File: src/rtl/dma_seq_pkg.sv
package dma_seq_pkg;

    localparam logic [31:0] CTL_WMASK = 32'h7177_0703;
    localparam logic [31:0] WIN_MASK  = 32'h001F_FFFC;

    localparam int B_DIR  = 0;
    localparam int B_REV  = 1;
    localparam int B_CHOP = 8;
    localparam int B_MODE = 9;
    localparam int B_BEXP = 16;
    localparam int B_GEXP = 20;
    localparam int B_EN   = 24;
    localparam int B_TRIG = 28;
    localparam int EXP_W  = 3;

    typedef enum logic [1:0] {
        SYNC_MANUAL = 2'd0,
        SYNC_BLOCK  = 2'd1,
        SYNC_LIST   = 2'd2,
        SYNC_RSVD   = 2'd3
    } sync_e;

    typedef enum logic [1:0] {
        ST_IDLE,
        ST_SRC,
        ST_DST,
        ST_WAIT
    } seq_st_e;

    function automatic logic [16:0] expand_cnt(input logic [15:0] f);
        return (f == 16'd0) ? 17'h1_0000 : {1'b0, f};
    endfunction

endpackage

File: src/rtl/dma_addr_step.sv
module dma_addr_step #(
    parameter int          AW   = 32,
    parameter logic [AW-1:0] MASK = AW'(32'h001F_FFFC)
) (
    input  logic [AW-1:0] cur_i,
    input  logic          rev_i,
    output logic [AW-1:0] nxt_o
);
    always_comb begin
        nxt_o = (rev_i ? (cur_i - AW'(4)) : (cur_i + AW'(4))) & MASK;
    end
endmodule

File: src/rtl/dma_chop_timer.sv
module dma_chop_timer #(
    parameter int EXP_W = 3
) (
    input  logic             clk,
    input  logic             rst_n,
    input  logic             restart_i,
    input  logic             word_i,
    input  logic             more_i,
    input  logic             en_i,
    input  logic [EXP_W-1:0] bexp_i,
    input  logic [EXP_W-1:0] gexp_i,
    output logic             pause_o
);
    localparam int CW = 1 << EXP_W;

    typedef struct packed {
        logic [CW-1:0] burst;
        logic [CW-1:0] gap;
    } chop_s;

    chop_s q, d;
    logic [CW-1:0] burst_lim, gap_len;

    always_comb begin
        burst_lim = CW'(1) << bexp_i;
        gap_len   = CW'(1) << gexp_i;
        d = q;
        if (restart_i) begin
            d.burst = '0;
            d.gap   = '0;
        end else if (word_i) begin
            if (en_i && more_i && (q.burst + CW'(1) == burst_lim)) begin
                d.burst = '0;
                d.gap   = gap_len;
            end else if (en_i) begin
                d.burst = q.burst + CW'(1);
            end
        end else if (q.gap != '0) begin
            d.gap = q.gap - CW'(1);
        end
    end

    always_ff @(posedge clk) begin
        if (!rst_n) q <= '0;
        else        q <= d;
    end

    assign pause_o = (q.gap != '0);

    // a gap only counts down, it never restarts by itself
    a_r8_gap_counts_down: assert property (@(posedge clk) disable iff (!rst_n)
        (q.gap != '0 && !restart_i && !word_i) |=> (q.gap == $past(q.gap) - CW'(1)));
endmodule

File: src/rtl/dma_chan_seq.sv
module dma_chan_seq
    import dma_seq_pkg::*;
#(
    parameter int DATA_W = 32
) (
    input  logic              clk,
    input  logic              rst_n,
    input  logic              reg_we,
    input  logic [1:0]        reg_sel,
    input  logic [31:0]       reg_wdata,
    output logic [31:0]       reg_rdata,
    input  logic              dev_req,
    output logic              mem_valid,
    output logic              mem_we,
    output logic [31:0]       mem_addr,
    output logic [DATA_W-1:0] mem_wdata,
    input  logic [DATA_W-1:0] mem_rdata,
    input  logic              mem_ready,
    output logic              dev_valid,
    output logic              dev_we,
    output logic [DATA_W-1:0] dev_wdata,
    input  logic [DATA_W-1:0] dev_rdata,
    input  logic              dev_ready,
    output logic              busy,
    output logic              done
);
    typedef struct packed {
        seq_st_e           st;
        logic [31:0]       ctl;
        logic [31:0]       base;
        logic [31:0]       blk;
        logic [31:0]       addr;
        logic [16:0]       words;
        logic [16:0]       blocks;
        logic [DATA_W-1:0] data;
        logic              done;
    } seq_s;

    seq_s q, d;

    sync_e       mode;
    logic        to_dev, rev, chop_en, en, trig;
    logic [31:0] addr_nxt;
    logic        pause, chop_restart, word_done, dst_hs;

    assign mode    = sync_e'(q.ctl[B_MODE +: 2]);
    assign to_dev  = q.ctl[B_DIR];
    assign rev     = q.ctl[B_REV];
    assign chop_en = q.ctl[B_CHOP];
    assign en      = q.ctl[B_EN];
    assign trig    = q.ctl[B_TRIG];

    dma_addr_step #(.AW(32), .MASK(WIN_MASK)) u_step (
        .cur_i (q.addr),
        .rev_i (rev),
        .nxt_o (addr_nxt)
    );

    dma_chop_timer #(.EXP_W(EXP_W)) u_chop (
        .clk       (clk),
        .rst_n     (rst_n),
        .restart_i (chop_restart),
        .word_i    (word_done),
        .more_i    (q.words != 17'd1),
        .en_i      (chop_en),
        .bexp_i    (q.ctl[B_BEXP +: EXP_W]),
        .gexp_i    (q.ctl[B_GEXP +: EXP_W]),
        .pause_o   (pause)
    );

    always_comb begin
        d            = q;
        d.done       = 1'b0;
        mem_valid    = 1'b0;
        mem_we       = 1'b0;
        dev_valid    = 1'b0;
        dev_we       = 1'b0;
        chop_restart = 1'b0;
        word_done    = 1'b0;
        dst_hs       = 1'b0;

        if (reg_we) begin
            case (reg_sel)
                2'd0:    d.base = reg_wdata;
                2'd1:    d.blk  = reg_wdata;
                2'd2:    d.ctl  = (q.ctl & ~CTL_WMASK) | (reg_wdata & CTL_WMASK);
                default: ;
            endcase
        end

        case (q.st)
            ST_IDLE: begin
                if (en && ((mode == SYNC_MANUAL && trig) || (mode == SYNC_BLOCK && dev_req))) begin
                    d.addr       = q.base & WIN_MASK;
                    d.words      = expand_cnt(q.blk[15:0]);
                    d.blocks     = expand_cnt(q.blk[31:16]);
                    chop_restart = 1'b1;
                    d.st         = ST_SRC;
                end
            end
            ST_SRC: begin
                if (!pause) begin
                    if (to_dev) begin
                        mem_valid = 1'b1;
                        if (mem_ready) begin
                            d.data = mem_rdata;
                            d.st   = ST_DST;
                        end
                    end else begin
                        dev_valid = 1'b1;
                        if (dev_ready) begin
                            d.data = dev_rdata;
                            d.st   = ST_DST;
                        end
                    end
                end
            end
            ST_DST: begin
                if (to_dev) begin
                    dev_valid = 1'b1;
                    dev_we    = 1'b1;
                    dst_hs    = dev_ready;
                end else begin
                    mem_valid = 1'b1;
                    mem_we    = 1'b1;
                    dst_hs    = mem_ready;
                end
                if (dst_hs) begin
                    word_done = 1'b1;
                    d.addr    = addr_nxt;
                    d.words   = q.words - 17'd1;
                    if (q.words != 17'd1) begin
                        d.st = ST_SRC;
                    end else if (mode == SYNC_BLOCK && q.blocks != 17'd1) begin
                        d.blocks = q.blocks - 17'd1;
                        d.st     = ST_WAIT;
                    end else begin
                        d.ctl[B_EN]   = 1'b0;
                        d.ctl[B_TRIG] = 1'b0;
                        d.done        = 1'b1;
                        d.st          = ST_IDLE;
                        if (mode == SYNC_BLOCK) d.base = addr_nxt;
                    end
                end
            end
            ST_WAIT: begin
                if (dev_req) begin
                    d.words      = expand_cnt(q.blk[15:0]);
                    chop_restart = 1'b1;
                    d.st         = ST_SRC;
                end
            end
            default: d.st = ST_IDLE;
        endcase
    end

    always_ff @(posedge clk) begin
        if (!rst_n) q <= '0;
        else        q <= d;
    end

    always_comb begin
        case (reg_sel)
            2'd0:    reg_rdata = q.base;
            2'd1:    reg_rdata = q.blk;
            2'd2:    reg_rdata = q.ctl;
            default: reg_rdata = '0;
        endcase
    end

    assign mem_addr  = q.addr;
    assign mem_wdata = q.data;
    assign dev_wdata = q.data;
    assign busy      = en;
    assign done      = q.done;

    // one side of the copy at a time
    a_r4_one_port: assert property (@(posedge clk) disable iff (!rst_n)
        !(mem_valid && dev_valid));
    // every memory address is aligned and inside the window
    a_r5_in_window: assert property (@(posedge clk) disable iff (!rst_n)
        mem_valid |-> ((mem_addr & ~WIN_MASK) == 32'd0));
    // stalled requests hold steady
    a_r10_mem_hold: assert property (@(posedge clk) disable iff (!rst_n)
        (mem_valid && !mem_ready) |=> (mem_valid && $stable(mem_addr) && $stable(mem_we) && $stable(mem_wdata)));
    a_r10_dev_hold: assert property (@(posedge clk) disable iff (!rst_n)
        (dev_valid && !dev_ready) |=> (dev_valid && $stable(dev_we) && $stable(dev_wdata)));
    // completion is a single pulse and leaves the channel disabled
    a_r7_done_single: assert property (@(posedge clk) disable iff (!rst_n)
        done |=> !done);
    a_r7_done_clears_busy: assert property (@(posedge clk) disable iff (!rst_n)
        done |-> !busy);
    // nothing is requested during a chopping gap
    a_r8_quiet_gap: assert property (@(posedge clk) disable iff (!rst_n)
        (pause && q.st == ST_SRC) |-> (!mem_valid && !dev_valid));
    // list and reserved modes stay idle
    a_r9_no_start: assert property (@(posedge clk) disable iff (!rst_n)
        (q.st == ST_IDLE && q.ctl[B_MODE + 1]) |=> (q.st == ST_IDLE));
    // an active run never has an empty word count
    a_r3_count_live: assert property (@(posedge clk) disable iff (!rst_n)
        (q.st == ST_SRC || q.st == ST_DST) |-> (q.words != 17'd0));
    // bits outside the write mask stay clear
    a_r2_locked_bits: assert property (@(posedge clk) disable iff (!rst_n)
        (q.ctl & ~CTL_WMASK) == 32'd0);
endmodule

File: config.mk
export PLATFORM = sky130hd
export DESIGN_NAME = dma_chan_seq
export DESIGN_NICKNAME = d
export VERILOG_FILES = /design/src/rtl/dma_seq_pkg.sv /design/src/rtl/dma_addr_step.sv /design/src/rtl/dma_chop_timer.sv /design/src/rtl/dma_chan_seq.sv
export SDC_FILE = /design/constraint.sdc
export NUM_CORES = 1
export LEC_CHECK = 0
export ABC_AREA = 1
export BUFFER_PORTS_ARGS = -buffer_cell sky130_fd_sc_hd__buf_2
export CORE_ASPECT_RATIO = 0.75
export CORE_MARGIN = 1.5
export CORE_UTILIZATION = 60
export CTS_BUF_LIST = sky130_fd_sc_hd__clkbuf_8
export CTS_CLUSTER_DIAMETER = 60
export CTS_CLUSTER_SIZE = 24
export DETAILED_ROUTE_END_ITERATION = 8
export PLACE_DENSITY = 0.86
export SETUP_SLACK_MARGIN = 0.2
export SYNTH_ARGS = -nofsm -noshare
export SYNTH_HDL_FRONTEND = slang
export SYNTH_SLANG_ARGS = --single-unit
File: constraint.sdc
create_clock -name clk -period 5.08 [get_ports clk]
set_input_delay 0.508 -clock clk [delete_from_list [all_inputs] [get_ports clk]]
set_output_delay 0.508 -clock clk [all_outputs]
set_load 0.01 [all_outputs]
==> flow_metrics.py <==
metrics = {
    "status": {
        "outcome": "finished clean",
    },
    "synthesis": {
        "yosysUniqueCellTypes": 51,
        "syn_avg_cell_area_um2": 6.67,
        "yosys.area.top_type": "dfxtp_1",
        "synthTopCellsByCount": "nand2_1 (372), dfxtp_1 (183), a21oi_1 (176), inv_1 (158), o21ai_0 (152)",
        "ys_ff_latch": 183,
        "netlist.area_leader.share_pct": 32.0,
        "synthFlopType": "dfxtp_1",
        "synth_most_common_cell": "nand2_1",
        "yosys_warnings": 0,
        "synthesis.area_um2": 11500,
        "synth_area_leaders": "dfxtp_1 (32%), nand2_1 (12%), a21oi_1 (7.7%), o21ai_0 (6.6%), buf_4 (6.4%)",
        "synth_edf_count": 0,
        "synthCells": 1716,
        "synth-seq-area-share_pct": 32.0,
        "synthArstFlopShare_pct": 0,
    },
    "timing": {
        "min_period_ns": 3.03,
        "fmax_ghz": 0.330,
        "setup_viol": 0,
        "slew_viol_final": 0,
        "hold_viol_final": 0,
        "worst_pin_slew_ns": 1.24,
        "slew_headroom_pct": 17.4,
        "fin_setup_tns_ns": 0,
        "rsz0062_at_grt": "no",
        "finClkSkew_ns": 0.0175,
        "fin_crit_sh_pct": 59.6,
    },
    "clock_tree": {
        "cts_tree": "built",
        "cts_made_buffers": 17,
        "clk_latency_ns": 0.48,
        "cts_resized": 0,
        "cts_root_buffer": "clkbuf_8",
        "cts_setup_buffers": 0,
        "clk_pin_slew_ns": 0.11,
        "cts.sinks": 183,
        "clockBufferDepth": 2,
        "htreeDepth": 4,
        "hold_buffers": 0,
    },
    "power": {
        "powerDensity_nw_per_um2": 458,
        "ir_drop_v": 0.000264,
        "p_leak_uw": 0.00567,
    },
    "floorplan": {
        "start_util_pct": 61.5,
        "die_h_um": 123,
        "ios": 238,
        "rows": 43,
        "core_region_area_um2": 18600,
        "die_w_um": 163,
        "die-area_um2": 19900,
    },
    "global_route": {
        "overflow": 0,
        "grt_antenna_before_repair": 1,
        "grt_pass1_vias": 10400,
        "grt_usage_pct": 32.4,
        "grt_pass1_wl_um": 51900,
        "grt_max_degree": 103,
    },
    "cells_and_area": {
        "finalNetCount": 1938,
        "drive_gt1_share_pct": 17.8,
        "instances_no_fill": 2065,
        "syn_to_final_growth_pct": 7.45,
    },
    "placed_design": {
        "place.gp.congestion": 0.936,
        "portBuffers": 224,
        "dp_cells": 2033,
        "dpl.hpwl_um": 23800,
    },
    "critical_path": {
        "cp_max_fo": 63,
        "cp.arrival_ns": 3.35,
        "crit_required_ns": 5.40,
        "path_class": "reg -> reg",
        "critPathCaptureType": "flop",
        "start_kind": "flop",
    },
    "drt": {
        "via_per_inst": 5.77,
        "firstDrtPassIters": 6,
        "wire_per_inst_um": 15.8,
        "detail-route-antenna-nets": 0,
        "num_vias": 11900,
        "drc": 0,
        "drt_wl_total_um": 32600,
        "drt_iter0_drc": 1288,
    },
    "worst_hold_path": {
        "hp-class": "in -> reg",
    },
    "run": {
        "maxCapViolCount": 0,
    },
}
path summary, 6_finish.rpt:
check	startpoint	to	slack, ns	cells after the start
worst max-delay path	q[195]	q[45]	2.05	11
worst min-delay path	reg_wdata[7]	q[138]	0.31	3
worst max register to register	q[195]	q[45]	2.05	11
worst min register to register	q[38]	q[38]	0.47	2
power by group:
group | internal (µW) | total (µW) | switching (µW)
combinational | 949 | 2750 | 1800
clock | 355 | 916 | 562
sequential | 1700 | 1980 | 272
per-stage QoR:
step | hold slack (ns) | instance area (µm²) | power, µW | util [%] | worst slack (ns)
2_1_floorplan | 0.436 | 11500 | 4120 | - | 3.02
3_3_place_gp | 0.447 | 12000 | 4600 | 64.2 | 2.27
3_5_place_dp | 0.452 | 12000 | 4660 | 64.2 | 2.14
4_1_cts | 0.288 | 12300 | 5570 | 66.1 | 2.14
5_1_grt | 0.292 | 12300 | 6090 | 66.1 | 1.78
6_report | 0.307 | 12300 | 5640 | 66.1 | 2.05
layout make-up:
type | count | area, µm²
inverters | 168 | 631
flip-flops and latches | 183 | 3660
clock inverters | 13 | 97.6
diodes | 1 | 2.50
multi-input cells | 1199 | 6140
well taps | 247 | 309
fillers | 1732 | 6310
repair buffers | 236 | 1210
clock buffers | 18 | 248
sequential cells by signal (all words and copies together) (netlist names):
register   cells
busy           1
chop_en        1
dev_wdata     32
done           1
mem_addr      19
mode           2
q            111
u_chop.q      16
critical path: stages, from the launching register on:
cell and delay [ns]:
dfxtp_1 0.39, inv_1 0.09, ha_2 0.19, buf_4 0.33, nand2_1 0.19, nand2_1 0.08, a21oi_2 0.45, nand2_1 0.46
inv_2 0.41, o211ai_1 0.14, nand2_1 0.08, nor2_1 0.04
per-layer routing:
layer	track usage [%]	wire [µm]	vias up	share of wire (%)
li1	-	-	5772	-
met1	45.0	14400	5475	44
met3	7.40	3160	65	9.7
met2	51.1	14500	609	45
met5	0	0	-	0
met4	7.97	571	0	1.8
kinds of logic (layout without fill, tap and decap cells):
family	after synthesis	count (layout)	synth area share [%]
and+or+nand+nor	690	690	26.1
AOI/OAI and AO/OA	432	432	20.9
buffers and inverters	346	435	14.9
DFF	183	183	32.0
adders and majority gates	29	29	3.23
xor gates and xnor gates	26	26	1.99
muxes	9	9	0.874
other	1	14	0.0327
cells in the final DEF (no fill, tap or decap), drive strengths merged, types with 9 or more instances in the layout:
cell type,Yosys,layout
a211oi,16,16
a21oi,185,185
a31oi,25,25
buf,124,236
clkbuf,54,18
clkinv,4,9
conb,1,13
dfxtp,183,183
ha,28,28
inv,164,169
nand2,381,381
nand3,133,133
nand4,17,17
nor2,132,132
nor3,10,10
o211ai,12,12
o21ai,157,157
o22ai,9,9
xnor2,11,11
xor2,15,15
No activity file was read; power rests on OpenSTA's default activity.
